--- config.mk ---
export PLATFORM = sky130hd
export DESIGN_NAME = dualread_engine
export DESIGN_NICKNAME = d
export VERILOG_FILES = /design/src/rtl/dualread_pkg.sv /design/src/rtl/dualread_dp.sv /design/src/rtl/dualread_ctrl.sv /design/src/rtl/dualread_engine.sv
export SDC_FILE = /design/constraint.sdc
export NUM_CORES = 1
export LEC_CHECK = 0
export BUFFER_PORTS_ARGS = -buffer_cell sky130_fd_sc_hd__buf_2
export CAP_MARGIN = 10
export CELL_PAD_IN_SITES_DETAIL_PLACEMENT = 1
export CELL_PAD_IN_SITES_GLOBAL_PLACEMENT = 2
export CORE_MARGIN = 10
export CORE_UTILIZATION = 33
export DETAILED_ROUTE_END_ITERATION = 16
export HOLD_SLACK_MARGIN = 0.05
export PLACE_DENSITY_LB_ADDON = 0.15
export SYNTH_ARGS = -nofsm -noshare
export SYNTH_HDL_FRONTEND = slang
export SYNTH_SLANG_ARGS = --single-unit
--- constraint.sdc ---
create_clock -name clk -period 3.38 [get_ports clk]
set_clock_uncertainty 0.05 [all_clocks]
set_input_delay 0.676 -clock clk [delete_from_list [all_inputs] [get_ports clk]]
set_output_delay 0.676 -clock clk [all_outputs]
set_load 0.005 [all_outputs]
--- src/rtl/dualread_pkg.sv ---
package dualread_pkg;

  localparam logic [7:0] OPC_ONE_LANE_ADDR = 8'h3B;
  localparam logic [7:0] OPC_TWO_LANE_ADDR = 8'hBB;

  typedef enum logic [2:0] {
    ST_IDLE,
    ST_ADDR,
    ST_DUMMY,
    ST_DATA,
    ST_HALT
  } rdState_t;

  typedef struct packed {
    logic       shiftOne;
    logic       shiftTwo;
    logic       saveMode;
    logic       loadFirst;
    logic       drive;
    logic       prefetch;
    logic       clear;
    logic [1:0] pairIdx;
  } dpStrobe_t;

endpackage

--- src/rtl/dualread_dp.sv ---
module dualread_dp
  import dualread_pkg::*;
#(
  parameter int ARRAY_BYTES = 131072,
  parameter int ARR_W       = $clog2(ARRAY_BYTES)
) (
  input  logic             clk,
  input  logic             rstN,
  input  dpStrobe_t        ctl,
  input  logic             si0In,
  input  logic             si1In,
  input  logic [7:0]       fetchData,
  output logic [ARR_W-1:0] fetchAddr,
  output logic             pairEq,
  output logic             sio0Out,
  output logic             sio0Oe,
  output logic             sio1Out,
  output logic             sio1Oe
);

  localparam logic [ARR_W-1:0] LAST_ADDR = ARR_W'(ARRAY_BYTES - 1);

  logic [ARR_W-1:0] addrReg;
  logic [ARR_W-1:0] nextAddr;
  logic [7:0]       curByte;
  logic [1:0]       savedPair;
  logic             pickHi;
  logic             pickLo;

  assign fetchAddr = addrReg;
  assign nextAddr  = (addrReg == LAST_ADDR) ? '0 : addrReg + 1'b1;
  assign pairEq    = ({si1In, si0In} == savedPair);

  // odd bit to line 1, even bit to line 0, high pair first
  always_comb begin
    unique case (ctl.pairIdx)
      2'd0:    begin pickHi = curByte[7]; pickLo = curByte[6]; end
      2'd1:    begin pickHi = curByte[5]; pickLo = curByte[4]; end
      2'd2:    begin pickHi = curByte[3]; pickLo = curByte[2]; end
      default: begin pickHi = curByte[1]; pickLo = curByte[0]; end
    endcase
  end

  always_ff @(posedge clk) begin
    if (!rstN) begin
      addrReg   <= '0;
      curByte   <= '0;
      savedPair <= '0;
      sio0Out   <= 1'b0;
      sio1Out   <= 1'b0;
      sio0Oe    <= 1'b0;
      sio1Oe    <= 1'b0;
    end else if (ctl.clear) begin
      sio0Out <= 1'b0;
      sio1Out <= 1'b0;
      sio0Oe  <= 1'b0;
      sio1Oe  <= 1'b0;
    end else begin
      if (ctl.shiftOne) begin
        addrReg <= {addrReg[ARR_W-2:0], si0In};
      end else if (ctl.shiftTwo) begin
        addrReg <= {addrReg[ARR_W-3:0], si1In, si0In};
      end else if (ctl.loadFirst || ctl.prefetch) begin
        addrReg <= nextAddr;
      end
      if (ctl.loadFirst || ctl.prefetch) begin
        curByte <= fetchData;
      end
      if (ctl.saveMode) begin
        savedPair <= {si1In, si0In};
      end
      if (ctl.drive) begin
        sio1Out <= pickHi;
        sio0Out <= pickLo;
        sio1Oe  <= 1'b1;
        sio0Oe  <= 1'b1;
      end
    end
  end


  wrap_to_zero_chk: assert property (@(posedge clk) disable iff (!rstN)
    (!ctl.clear && ctl.prefetch && addrReg == LAST_ADDR) |=> (addrReg == '0));

endmodule

--- src/rtl/dualread_ctrl.sv ---
module dualread_ctrl
  import dualread_pkg::*;
#(
  parameter int ADDR_BITS    = 24,
  parameter int SINGLE_DUMMY = 8,
  parameter int DUAL_DUMMY   = 4
) (
  input  logic       clk,
  input  logic       rstN,
  input  logic       csN,
  input  logic       sclkRise,
  input  logic       sclkFall,
  input  logic       start,
  input  logic [7:0] opcode,
  input  logic       writeBusy,
  input  logic       pairEq,
  output dpStrobe_t  ctl
);

  localparam int MAX_A  = (ADDR_BITS > SINGLE_DUMMY) ? ADDR_BITS : SINGLE_DUMMY;
  localparam int MAX_C  = (MAX_A > DUAL_DUMMY) ? MAX_A : DUAL_DUMMY;
  localparam int CNT_W  = $clog2(MAX_C + 1);
  localparam logic [CNT_W-1:0] ADDR_LAST_ONE  = CNT_W'(ADDR_BITS - 1);
  localparam logic [CNT_W-1:0] ADDR_LAST_TWO  = CNT_W'(ADDR_BITS / 2 - 1);
  localparam logic [CNT_W-1:0] DUMMY_LAST_ONE = CNT_W'(SINGLE_DUMMY - 1);
  localparam logic [CNT_W-1:0] DUMMY_LAST_TWO = CNT_W'(DUAL_DUMMY - 1);

  rdState_t         state, nState;
  logic [CNT_W-1:0] cnt, nCnt;
  logic             dual, nDual;
  logic [1:0]       pairIdx, nPair;
  logic [CNT_W-1:0] addrLast;
  logic [CNT_W-1:0] dummyLast;
  logic             opcodeOk;

  assign addrLast  = dual ? ADDR_LAST_TWO : ADDR_LAST_ONE;
  assign dummyLast = dual ? DUMMY_LAST_TWO : DUMMY_LAST_ONE;
  assign opcodeOk  = (opcode == OPC_ONE_LANE_ADDR) || (opcode == OPC_TWO_LANE_ADDR);

  always_comb begin
    ctl    = '0;
    nState = state;
    nCnt   = cnt;
    nDual  = dual;
    nPair  = pairIdx;
    if (csN) begin
      ctl.clear = 1'b1;
      nState    = ST_IDLE;
      nCnt      = '0;
      nPair     = '0;
    end else begin
      unique case (state)
        ST_IDLE: begin
          if (start) begin
            if (writeBusy || !opcodeOk) begin
              nState = ST_HALT;
            end else begin
              nState = ST_ADDR;
              nDual  = (opcode == OPC_TWO_LANE_ADDR);
              nCnt   = '0;
            end
          end
        end
        ST_ADDR: begin
          if (sclkRise) begin
            ctl.shiftTwo = dual;
            ctl.shiftOne = !dual;
            if (cnt == addrLast) begin
              nState = ST_DUMMY;
              nCnt   = '0;
            end else begin
              nCnt = cnt + 1'b1;
            end
          end
        end
        ST_DUMMY: begin
          if (sclkRise) begin
            if (dual && cnt == '0) begin
              ctl.saveMode = 1'b1;
            end
            if (dual && cnt == CNT_W'(1) && !pairEq) begin
              nState = ST_HALT;
            end else if (cnt == dummyLast) begin
              nState        = ST_DATA;
              ctl.loadFirst = 1'b1;
              nPair         = '0;
            end else begin
              nCnt = cnt + 1'b1;
            end
          end
        end
        ST_DATA: begin
          if (sclkFall) begin
            ctl.drive    = 1'b1;
            ctl.pairIdx  = pairIdx;
            ctl.prefetch = (pairIdx == 2'd3);
            nPair        = pairIdx + 1'b1;
          end
        end
        default: ;
      endcase
    end
  end

  always_ff @(posedge clk) begin
    if (!rstN) begin
      state   <= ST_IDLE;
      cnt     <= '0;
      dual    <= 1'b0;
      pairIdx <= '0;
    end else begin
      state   <= nState;
      cnt     <= nCnt;
      dual    <= nDual;
      pairIdx <= nPair;
    end
  end


  busy_refuse_chk: assert property (@(posedge clk) disable iff (!rstN)
    (state == ST_ADDR && $past(state) == ST_IDLE) |-> !$past(writeBusy));


  opcode_filter_chk: assert property (@(posedge clk) disable iff (!rstN)
    (state == ST_ADDR && $past(state) == ST_IDLE) |->
      ($past(opcode) == OPC_ONE_LANE_ADDR || $past(opcode) == OPC_TWO_LANE_ADDR));

endmodule

--- src/rtl/dualread_engine.sv ---
module dualread_engine
  import dualread_pkg::*;
#(
  parameter int ADDR_BITS    = 24,
  parameter int SINGLE_DUMMY = 8,
  parameter int DUAL_DUMMY   = 4,
  parameter int ARRAY_BYTES  = 131072,
  parameter int ARR_W        = $clog2(ARRAY_BYTES)
) (
  input  logic             clk,
  input  logic             rstN,
  input  logic             csN,
  input  logic             sclkRise,
  input  logic             sclkFall,
  input  logic             start,
  input  logic [7:0]       opcode,
  input  logic             writeBusy,
  input  logic             si0In,
  input  logic             si1In,
  output logic [ARR_W-1:0] fetchAddr,
  input  logic [7:0]       fetchData,
  output logic             sio0Out,
  output logic             sio0Oe,
  output logic             sio1Out,
  output logic             sio1Oe
);

  dpStrobe_t ctl;
  logic      pairEq;

  dualread_ctrl #(
    .ADDR_BITS   (ADDR_BITS),
    .SINGLE_DUMMY(SINGLE_DUMMY),
    .DUAL_DUMMY  (DUAL_DUMMY)
  ) u_ctrl (
    .clk      (clk),
    .rstN     (rstN),
    .csN      (csN),
    .sclkRise (sclkRise),
    .sclkFall (sclkFall),
    .start    (start),
    .opcode   (opcode),
    .writeBusy(writeBusy),
    .pairEq   (pairEq),
    .ctl      (ctl)
  );

  dualread_dp #(
    .ARRAY_BYTES(ARRAY_BYTES),
    .ARR_W      (ARR_W)
  ) u_dp (
    .clk      (clk),
    .rstN     (rstN),
    .ctl      (ctl),
    .si0In    (si0In),
    .si1In    (si1In),
    .fetchData(fetchData),
    .fetchAddr(fetchAddr),
    .pairEq   (pairEq),
    .sio0Out  (sio0Out),
    .sio0Oe   (sio0Oe),
    .sio1Out  (sio1Out),
    .sio1Oe   (sio1Oe)
  );


  cs_release_chk: assert property (@(posedge clk) disable iff (!rstN)
    csN |=> (!sio0Oe && !sio1Oe));


  change_on_fall_chk: assert property (@(posedge clk) disable iff (!rstN)
    (!sclkFall && !csN) |=> ($stable(sio0Out) && $stable(sio1Out)));


  enable_at_fall_chk: assert property (@(posedge clk) disable iff (!rstN)
    $rose(sio1Oe) |-> $past(sclkFall));

endmodule

After elaboration in Yosys (flattened, before gate mapping)
Index checks and enable logic that the tools add are counted.
{"block": "op_classes", "n_div": 0, "n_reduce_logical": 24, "n_shift": 0, "multipliers": 0, "n_addsub": 3, "n_lt_le_gt_ge": 0, "bitwise": 4, "n_mux": 43, "n_eq_ne": 23}
{"operator": "17-bit 2-to-1 mux", "count": 4}
{"operator": "5-bit 2-to-1 mux", "count": 8}
{"operator": "2-bit 2-to-1 mux", "count": 13}
{"operator": "3-bit 2-to-1 mux", "count": 8}
{"operator": "17-bit by 1-bit adder with 17-bit output, second input constant", "count": 1}
{"operator": "17-bit == test, second input constant", "count": 1}
{"operator": "5-bit one-hot mux with 3 select lines", "count": 1}
{"operator": "2-bit inequality test, second input constant", "count": 7}
{"operator": "5-bit == test", "count": 2}
{"operator": "3-bit one-hot mux with 3 select lines", "count": 1}
{"operator": "8-bit by 6-bit == test with 1-bit output, second input constant", "count": 1}
{"operator": "8-bit == test, second input constant", "count": 1}
{"operator": "7-bit AND reduction", "count": 1}
{"operator": "3-bit by 2-bit == test with 1-bit output, second input constant", "count": 2}
{"operator": "6-bit 2-to-1 mux", "count": 1}
{"operator": "1-bit one-hot mux with 3 select lines", "count": 2}
{"operator": "2-bit AND reduction", "count": 3}
{"operator": "6-bit AND reduction", "count": 1}
{"operator": "3-bit nonzero test", "count": 2}
{"operator": "5-bit by 1-bit adder with 5-bit output, second input constant", "count": 1}
{"operator": "5-bit by 1-bit == test with 1-bit output, second input constant", "count": 1}
{"operator": "5-bit zero test", "count": 1}
{"operator": "5-bit AND reduction", "count": 1}
{"operator": "2-bit == test, second input constant", "count": 2}
{"operator": "17 further kinds", "count": 31}
{"block": "totals", "rom_bits": 0, "mem_count": 0, "output_inout_bits": 21, "elab_cells": 107, "latchBits": 0, "ramBits": 0, "ff_bits": 41}

Logic depth before layout (Yosys ltp)
Gate-level depths: netlist of the first run.
{"block": "logic_depth", "ltp_word": 11, "depth_mapped": 12, "mapped_depth_nobuf": 11}

Cells and area by module
From an unflattened synthesis of the first run, not the netlist that was laid out.
{"block": "unflattened", "hier_cells": 368, "area_unflattened_um2": 2899.0}
{"mod": "dualread_dp", "cells_per_inst": 254, "area_per_inst_um2": 1956.9, "n_inst": 1}
{"mod": "dualread_ctrl", "cells_per_inst": 114, "area_per_inst_um2": 942.2, "n_inst": 1}

Worst setup path before layout of the first run
No wires, ideal clock.
{"block": "synth_path", "kind": "reg-to-reg", "start": "register u_dp.addrReg[0], in the netlist u_dp.fetchAddr[0]", "end": "register u_dp.addrReg[15], in the netlist u_dp.fetchAddr[15]", "slack_ns": 0.659, "setup_ns": 0.120, "synth_period_minus_slack_ns": 2.721, "n_path_buf": 1, "t_required_ns": 3.210, "arrival_ns": 2.551, "path_stages_with_launch": 12, "cell_sequence": "dfxtp_1 -> ha_1 -> nand3_1 -> nor3_1 -> nand4_1 -> nor2_1 -> ha_1 -> buf_1 -> inv_1 -> o31a_1 -> o2111a_1 -> a211o_1"}
{"block": "synth_via", "elab_chain_cells": 5}
{"element": "start: declaration", "line_no": "dualread_dp.sv:23", "rtl": "logic [ARR_W-1:0] addrReg;"}
{"element": "start signal: assignment", "line_no": "dualread_dp.sv:60", "rtl": "addrReg <= {addrReg[ARR_W-2:0], si0In};"}
{"element": "start signal: assignment", "line_no": "dualread_dp.sv:62", "rtl": "addrReg <= {addrReg[ARR_W-3:0], si1In, si0In};"}
{"element": "start signal: assignment", "line_no": "dualread_dp.sv:64", "rtl": "addrReg <= nextAddr;"}
{"element": "17-bit by 1-bit adder with 17-bit output / 17-bit == test (equally long branches)", "line_no": "dualread_dp.sv:31", "rtl": "assign nextAddr = (addrReg == LAST_ADDR) ? '0 : addrReg + 1'b1;"}
{"element": "17-bit 2-to-1 mux *", "line_no": "dualread_dp.sv:31"}
{"element": "17-bit 2-to-1 mux *", "line_no": "dualread_dp.sv:63", "rtl": "end else if (ctl.loadFirst || ctl.prefetch) begin"}
{"element": "17-bit 2-to-1 mux *", "line_no": "dualread_dp.sv:61", "rtl": "end else if (ctl.shiftTwo) begin"}
{"element": "17-bit 2-to-1 mux *", "line_no": "dualread_dp.sv:59", "rtl": "if (ctl.shiftOne) begin"}
Every way passes the cells marked *; elsewhere a longest branch is shown, timed or not. The select of a mux whose other input is x is not followed.
A chain may end at the register's enable or synchronous reset.

Worst setup path after layout of the first run
{"block": "layout_path", "start": "register u_dp.addrReg[0], in the netlist u_dp.fetchAddr[0]", "end": "register u_dp.addrReg[10], in the netlist u_dp.fetchAddr[10]"}
Same word-level chain as after synthesis.

==> results of run 1 <==
[cells by family after synthesis]
family                   after synthesis
XOR/XNOR                               4
buffers and inverters                 32
AND/OR/NAND/NOR                      131
AO/OA/AOI/OAI                        109
adder cells (fa/ha/maj)                6
multiplexers                          18
flip-flops                            41
[worst reg2reg max path, cell delays in order (launching register included)]
cell and delay (ns):
dfxtp_1 0.49, ha_1 0.27, nand3_1 0.23, nor3_1 0.24
buf_4 0.17, nand4_1 0.15, nor2_1 0.15, ha_1 0.17
inv_1 0.13, o21ai_1 0.31, o22ai_1 0.15, o221a_1 0.26
[sequential cells by signal (all words and copies together), names as in the netlist]
name            flops
u_dp.sio0Oe         1
u_ctrl.cnt          5
u_dp.fetchAddr     17
u_ctrl.pairIdx      2
u_dp.sio1Out        1
u_dp.curByte        8
u_dp.sio0Out        1
u_ctrl.state        3
u_ctrl.dual         1
u_dp.savedPair      2
[cells in the final DEF, fill, tap and decap left out, types with 3 or more instances in the layout]
cell type,n
buf_2,45
nand2_1,43
dfxtp_1,41
a21oi_1,33
nor2_1,20
mux2i_1,12
nor3_1,11
a31oi_1,10
inv_1,9
o21ai_1,9
nand3_1,8
buf_4,8
o21ai_0,7
ha_1,6
nand2b_1,5
o22ai_1,5
clkbuf_8,5
nand4_1,4
nand3b_1,4
nor2b_1,4
o31ai_1,4
o32ai_1,4
mux2_2,4
o21a_1,3
a211oi_1,3
and4_1,3
nor4_1,3
[per-layer routing]
metal  vias up  part of all wire
li1       1366                 -
met2        69              0.45
met4         0            0.0062
met5         -                 0
met3         4             0.051
met1      1346              0.50
[power groups by stage]
stage / clock, mW / sequential, mW / combinational (mW)
2_1_floorplan: 0 / 0.504 / 0.0777
3_3_place_gp: 0 / 0.514 / 0.111
3_5_place_dp: 0 / 0.514 / 0.112
4_1_cts: 0.433 / 0.502 / 0.113
5_1_grt: 0.455 / 0.505 / 0.125
6_report: 0.422 / 0.503 / 0.112
[final cells by class]
| cell class | count | area, µm² | area share |
|---|---|---|---|
| Tap cell | 105 | 131 | 0.0409 |
| Timing Repair Buffer | 53 | 285 | 0.0889 |
| Clock inverter | 3 | 46.3 | 0.0144 |
| Inverter | 10 | 37.5 | 0.0117 |
| Sequential cell | 41 | 821 | 0.256 |
| Multi-Input combinational cell | 268 | 1820 | 0.567 |
| Clock buffer | 5 | 68.8 | 0.0214 |
[stage by stage]
step	instance area, µm²	util
floorplan	2780	-
global placement	3090	0.377
detailed placement	3090	0.377
CTS	3210	0.391
global route	3210	0.391
finish	3210	0.391
[how the worst max path moves through the flow]
stage | slack [ns] | end
after floorplan | 0.66 | u_dp.fetchAddr[15]
after detailed placement | 0.58 | u_dp.fetchAddr[10]
after global placement | 0.64 | u_dp.fetchAddr[11]
final | 0.54 | u_dp.fetchAddr[10]
after global routing | 0.24 | u_dp.fetchAddr[11]
after CTS | 0.56 | u_dp.fetchAddr[10]
==> run_results.csv, run 1 <==
group,metric,value,unit
logic_synthesis,syn_area,0.00278,mm²
logic_synthesis,synth_adder_area_share,0.0270,
power_and_ir_drop,power,1.04,mW
clocking,postCtsSetupBuffers,0,
power_and_ir_drop,power_density,323,mW/mm²
worst_setup_path,arrival,3.00,ns
worst_setup_path,crit_buf_inv,2,
sta,fin_ws,0.536,ns
logic_synthesis,yosys_warnings,0,
clocking,insertion_delay,0.30,ns
logic_synthesis,synth-seq-area-share,0.296,
logic_synthesis,synth_commonest_cells,"nand2_1 (43), dfxtp_1 (41), a21oi_1 (33)",
power_and_ir_drop,clockPowerShare,0.407,
route,route.vias.total,2785,
die,die_area,0.0125,mm²
clocking,cts_root_buffer,"clkbuf_8",
logic_synthesis,muxShareOfSynthArea,0.0757,
route,drt_iter0_drc,115,
power_and_ir_drop,p_int,752,µW
sta,tns,0,ns
global_route,grt-ovfl-total,0,
layout,nNetsFinal,410,
sta,hold_viol,0,
min_path,holdPathEnd,"u_dp.curByte[7]",
global_route,antenna_found_initial,0,
global_route,grt_pass1_vias,2791,
logic_synthesis,synth_flop_cell,"dfxtp_1",
worst_setup_path,crit_slowest_cell,"dfxtp_1",
power_and_ir_drop,comb_power_share,0.108,
clocking,numCtsBuffers,5,
clocking,hold_buffers,0,
worst_setup_path,r2r-end,"u_dp.fetchAddr[10]",
global_route,grt_pass1_wl,15.0,mm
route,postRouteAntennaNets,0,
global_route,met2_usage,0.225,
outcome,status,"completed",
route,first_pass_iters,4,
sta,worst_pin_slew,0.769,ns
logic_synthesis,synth-simple-area-share,0.262,
power_and_ir_drop,p_leak,1.11,nW
logic_synthesis,postSynthNetCount,372,
die,rows,33,
sta,period_needed,2.84,ns
logic_synthesis,synth-compound-area-share,0.278,
logic_synthesis,ys_types,76,
logic_synthesis,ys_async_sr_fraction,0,
place,dpl.hpwl,6.59,mm
die,fp.dieH,112,µm
route,vias_per_cell,5.74,
sta,slew_violations,0,
worst_setup_path,end_kind,"flip-flop",
logic_synthesis,syn_inst,341,
worst_setup_path,critPathTopFamily,"simple AND/OR/NAND/NOR gates",
route,post_drt_wl_per_cell,18.8,µm
clocking,cts.htree.levels,2,
die,die_w,112,µm
worst_setup_path,reg2reg_slack,0.54,ns
global_route,grt.met1_usage,0.195,
logic_synthesis,postSynthAreaPerCell,8.14,µm²
route,route.detailed.drc,0,
die,ios,46,
logic_synthesis,synth_top_family_by_area,"compound AO/OA/AOI/OAI gates",
clocking,clock_sinks,41,
worst_setup_path,critPathMaxStageDelay,0.49,ns
power_and_ir_drop,switching_share,0.274,
logic_synthesis,ys_ff_latch,41,
worst_setup_path,startpoint,"u_dp.fetchAddr[0]",
layout,layoutNonFillerInstCount,485,
worst_setup_path,r2r_start,"u_dp.fetchAddr[0]",
clocking,cts_resized,0,
min_path,min_delay_path_depth,2,
job,maxCapViolCount,0,
min_path,hold_path.class,"reg2reg",
place,placed_cells,477,
clocking,cts_tree,"yes",
layout,area_delta_synth_final,15.6,%
worst_setup_path,crit_cells,11,
layout,diodes,0,
route,wirelength,9.14,mm
global_route,busiest_layer,"met2",
sta,fmax,352,MHz
power_and_ir_drop,ir_worst_vdd,0.126,mV
layout,fillers,1024,
worst_setup_path,cp.required,3.53,ns
worst_setup_path,path_max_fanout,9,
logic_synthesis,synthXorXnorAreaFrac,0.0126,
worst_setup_path,crit_chain,"ha_1 -> nand3_1 -> nor3_1 -> buf_4 -> nand4_1 -> nor2_1 -> ha_1 -> inv_1 -> o21ai_1 -> o22ai_1 -> o221a_1",
power_and_ir_drop,power_frac_seq,0.485,
place,dpl_worst_slack,0.583,ns
worst_setup_path,critical_path_class,"reg2reg",
layout,final_layout_size_suffix_gt1_frac,0.205,
sta,fin_crit_sh,0.841,
global_route,grt_max_degree,21,
min_path,min_from,"u_dp.curByte[7]",
clocking,clk_path_buf_depth,2,
worst_setup_path,crit_top_cell,"ha_1",
sta,finalSetupViolCount,0,
logic_synthesis,synth_top_area_share,0.296,
sta,max-slew-margin-rel,0.487,
logic_synthesis,synth_area_leader_cell,"dfxtp_1",
sta,holdWs,0.409,ns
sta,rsz0062_at_grt,"no",
clocking,cts.clk_slew.worst_paths,0.10,ns
place,portBuffers,45,
logic_synthesis,synth_edf_count,0,
global_route,grt_use_met3,0.0306,
worst_setup_path,worstRegToRegCells,11,
power_and_ir_drop,power_switching,284,µW
worst_setup_path,start_kind,"flip-flop",
die,start_util,0.338,
global_route,grt_use_total,0.144,
place,globalplace.congestion,0.798,
die,coreArea,0.00822,mm²
logic_synthesis,synth_most_common_cell,"nand2_1",
logic_synthesis,yosys-top-cells-area,"dfxtp_1 (30%), a21oi_1 (5.9%), nand2_1 (5.8%), mux2i_1 (4.3%), ha_1 (2.7%)",
No activity file was read; power rests on OpenSTA's default activity.
==> run 2: changes to the inputs <==
--- a/config.mk
+++ b/config.mk
@@ -10,7 +10,7 @@
 export CELL_PAD_IN_SITES_DETAIL_PLACEMENT = 1
 export CELL_PAD_IN_SITES_GLOBAL_PLACEMENT = 2
 export CORE_MARGIN = 10
-export CORE_UTILIZATION = 33
+export CORE_UTILIZATION = 30
 export DETAILED_ROUTE_END_ITERATION = 16
 export HOLD_SLACK_MARGIN = 0.05
 export PLACE_DENSITY_LB_ADDON = 0.15
==> constraint.sdc (replaced) <==
create_clock -name clk -period 2.5 [get_ports clk]
set_clock_uncertainty 0.05 [all_clocks]
set_input_delay 0.5 -clock clk [delete_from_list [all_inputs] [get_ports clk]]
set_output_delay 0.5 -clock clk [all_outputs]
set_load 0.005 [all_outputs]
==> run_results.csv, run 2 (synthesis results as in run 1) <==
group,metric,value,unit
route,drt_iter0_drc,94,
route,vias_per_cell,5.70,
worst_setup_path,critPathMaxStageDelay,0.44,ns
global_route,grt_use_total,0.147,
clocking,clock_sinks,41,
layout,final_layout_size_suffix_gt1_frac,0.286,
layout,area_delta_synth_final,26.3,%
route,first_pass_iters,4,
place,dpl.hpwl,7.21,mm
power_and_ir_drop,p_leak,1.29,nW
power_and_ir_drop,ir_worst_vdd,0.173,mV
die,rows,35,
place,portBuffers,45,
layout,nNetsFinal,442,
worst_setup_path,crit_slowest_cell,"dfxtp_1",
die,coreArea,0.00911,mm²
clocking,cts.clk_slew.worst_paths,0.10,ns
job,maxCapViolCount,0,
layout,final_cell_mix,"buf_2 (45), nand2_1 (43), dfxtp_1 (40)",
global_route,grt-ovfl-total,0,
die,die_area,0.0135,mm²
layout,largest_reg_flops,17,
sta,finalSetupViolCount,0,
layout,multi_input_area,0.00185,mm²
power_and_ir_drop,p_int,1.03,mW
global_route,grt_pass1_wl,16.0,mm
route,route.detailed.drc,0,
sta,period_needed,2.38,ns
sta,rsz0062_at_grt,"no",
global_route,grt_pass1_vias,2963,
layout,regArea,822,µm²
power_and_ir_drop,power,1.43,mW
clocking,insertion_delay,0.31,ns
worst_setup_path,path_max_fanout,6,
sta,max-slew-margin-rel,0.469,
clocking,clk_path_buf_depth,2,
outcome,status,"completed",
global_route,grt_max_degree,21,
layout,fillers,1125,
clocking,numCtsBuffers,5,
die,ios,46,
layout,diodes,0,
power_and_ir_drop,power_frac_seq,0.467,
power_and_ir_drop,comb_power_share,0.129,
clocking,cts.htree.levels,2,
place,placed_cells,514,
place,globalplace.congestion,0.769,
die,start_util,0.305,
sta,tns,0,ns
layout,fin_util,0.385,
power_and_ir_drop,clockPowerShare,0.404,
sta,fmax,419,MHz
clocking,cts_root_buffer,"clkbuf_8",
route,wirelength,9.84,mm
die,fp.dieH,116,µm
global_route,antenna_found_initial,0,
route,postRouteAntennaNets,0,
sta,fin_crit_sh,0.954,
layout,final_common_cell,"buf_2",
sta,hold_viol,0,
die,die_w,116,µm
power_and_ir_drop,switching_share,0.278,
route,route.vias.total,2979,
worst_setup_path,cp.required,2.65,ns
worst_setup_path,start_kind,"flip-flop",
power_and_ir_drop,power_switching,396,µW
worst_setup_path,end_kind,"flip-flop",
layout,layoutNonFillerInstCount,523,
clocking,cts_tree,"yes",
min_path,hold_path.class,"in2reg",
power_and_ir_drop,power_density,407,mW/mm²
worst_setup_path,arrival,2.54,ns
sta,slew_violations,0,
sta,worst_pin_slew,0.794,ns
worst_setup_path,crit_chain,"ha_1 -> or3b_1 -> nor4_4 -> a21oi_2 -> o2111a_1 -> a211o_1",
worst_setup_path,critical_path_class,"reg2reg",
route,post_drt_wl_per_cell,18.8,µm
[run 2: final cells by class]
type,count,share of cell area
well taps,111,0.0396
clock buffers,5,0.0196
repair buffers,85,0.155
clock inverters,3,0.0132
multi-input cells,268,0.528
inverters,10,0.0107
flip-flops and latches,41,0.234
[run 2: stage by stage]
step / instance area (µm²) / setup WS (ns) / hold WS (ns)
after floorplan: 2780 / 0.0417 / 0.379
after global placement: 3350 / -0.0797 / 0.389
after detailed placement: 3350 / -0.133 / 0.398
after CTS: 3470 / 0.0926 / 0.369
after global routing: 3510 / 0.00258 / 0.369
final: 3510 / 0.116 / 0.380
[run 2: final timing paths]
kind | startpoint | to | slack, ns | depth (start not counted)
max | u_ctrl.cnt[0] | u_dp.fetchAddr[15] | 0.12 | 6
min | fetchData[3] | u_dp.curByte[3] | 0.38 | 3
max reg2reg | u_ctrl.cnt[0] | u_dp.fetchAddr[15] | 0.12 | 6
min reg2reg | u_dp.curByte[7] | u_dp.curByte[7] | 0.41 | 2
[run 2: routing by layer]
layer | GRT usage | routed length [µm] | part of all wire | vias to the layer above
met5 | 0 | 0 | 0 | -
met4 | 0.0342 | 95 | 0.0097 | 0
met3 | 0.0293 | 495 | 0.050 | 10
met2 | 0.225 | 4360 | 0.44 | 67
met1 | 0.208 | 4880 | 0.50 | 1478
li1 | - | - | - | 1424
[run 2: repair_timing]
action / in CTS / in global routing
endpoints found under the setup margin: 1 / 8
buffers inserted: 0 / 1
pin swaps: 0 / 3
resized for setup: 1 / 8
cloned: 0 / 0
hold buffers: 0 / 0
endpoints found under the hold margin: 0 / 0
[run 2: power by group through the flow]
stage                     Sequential (mW)  Combinational, mW  Clock [mW]
after global routing                0.668              0.204       0.630
after detailed placement            0.682              0.183           0
final                               0.666              0.184       0.577
after CTS                           0.666              0.185       0.599
after global placement              0.681              0.181           0
after floorplan                     0.681              0.105           0
[run 2: critical path: cells and delay by family, from the launching register on]
family	cells	cell delay [ns]
adders and majority gates	1	0.19
AOI/OAI and AO/OA	3	0.74
DFF	1	0.44
and+or+nand+nor	2	0.84
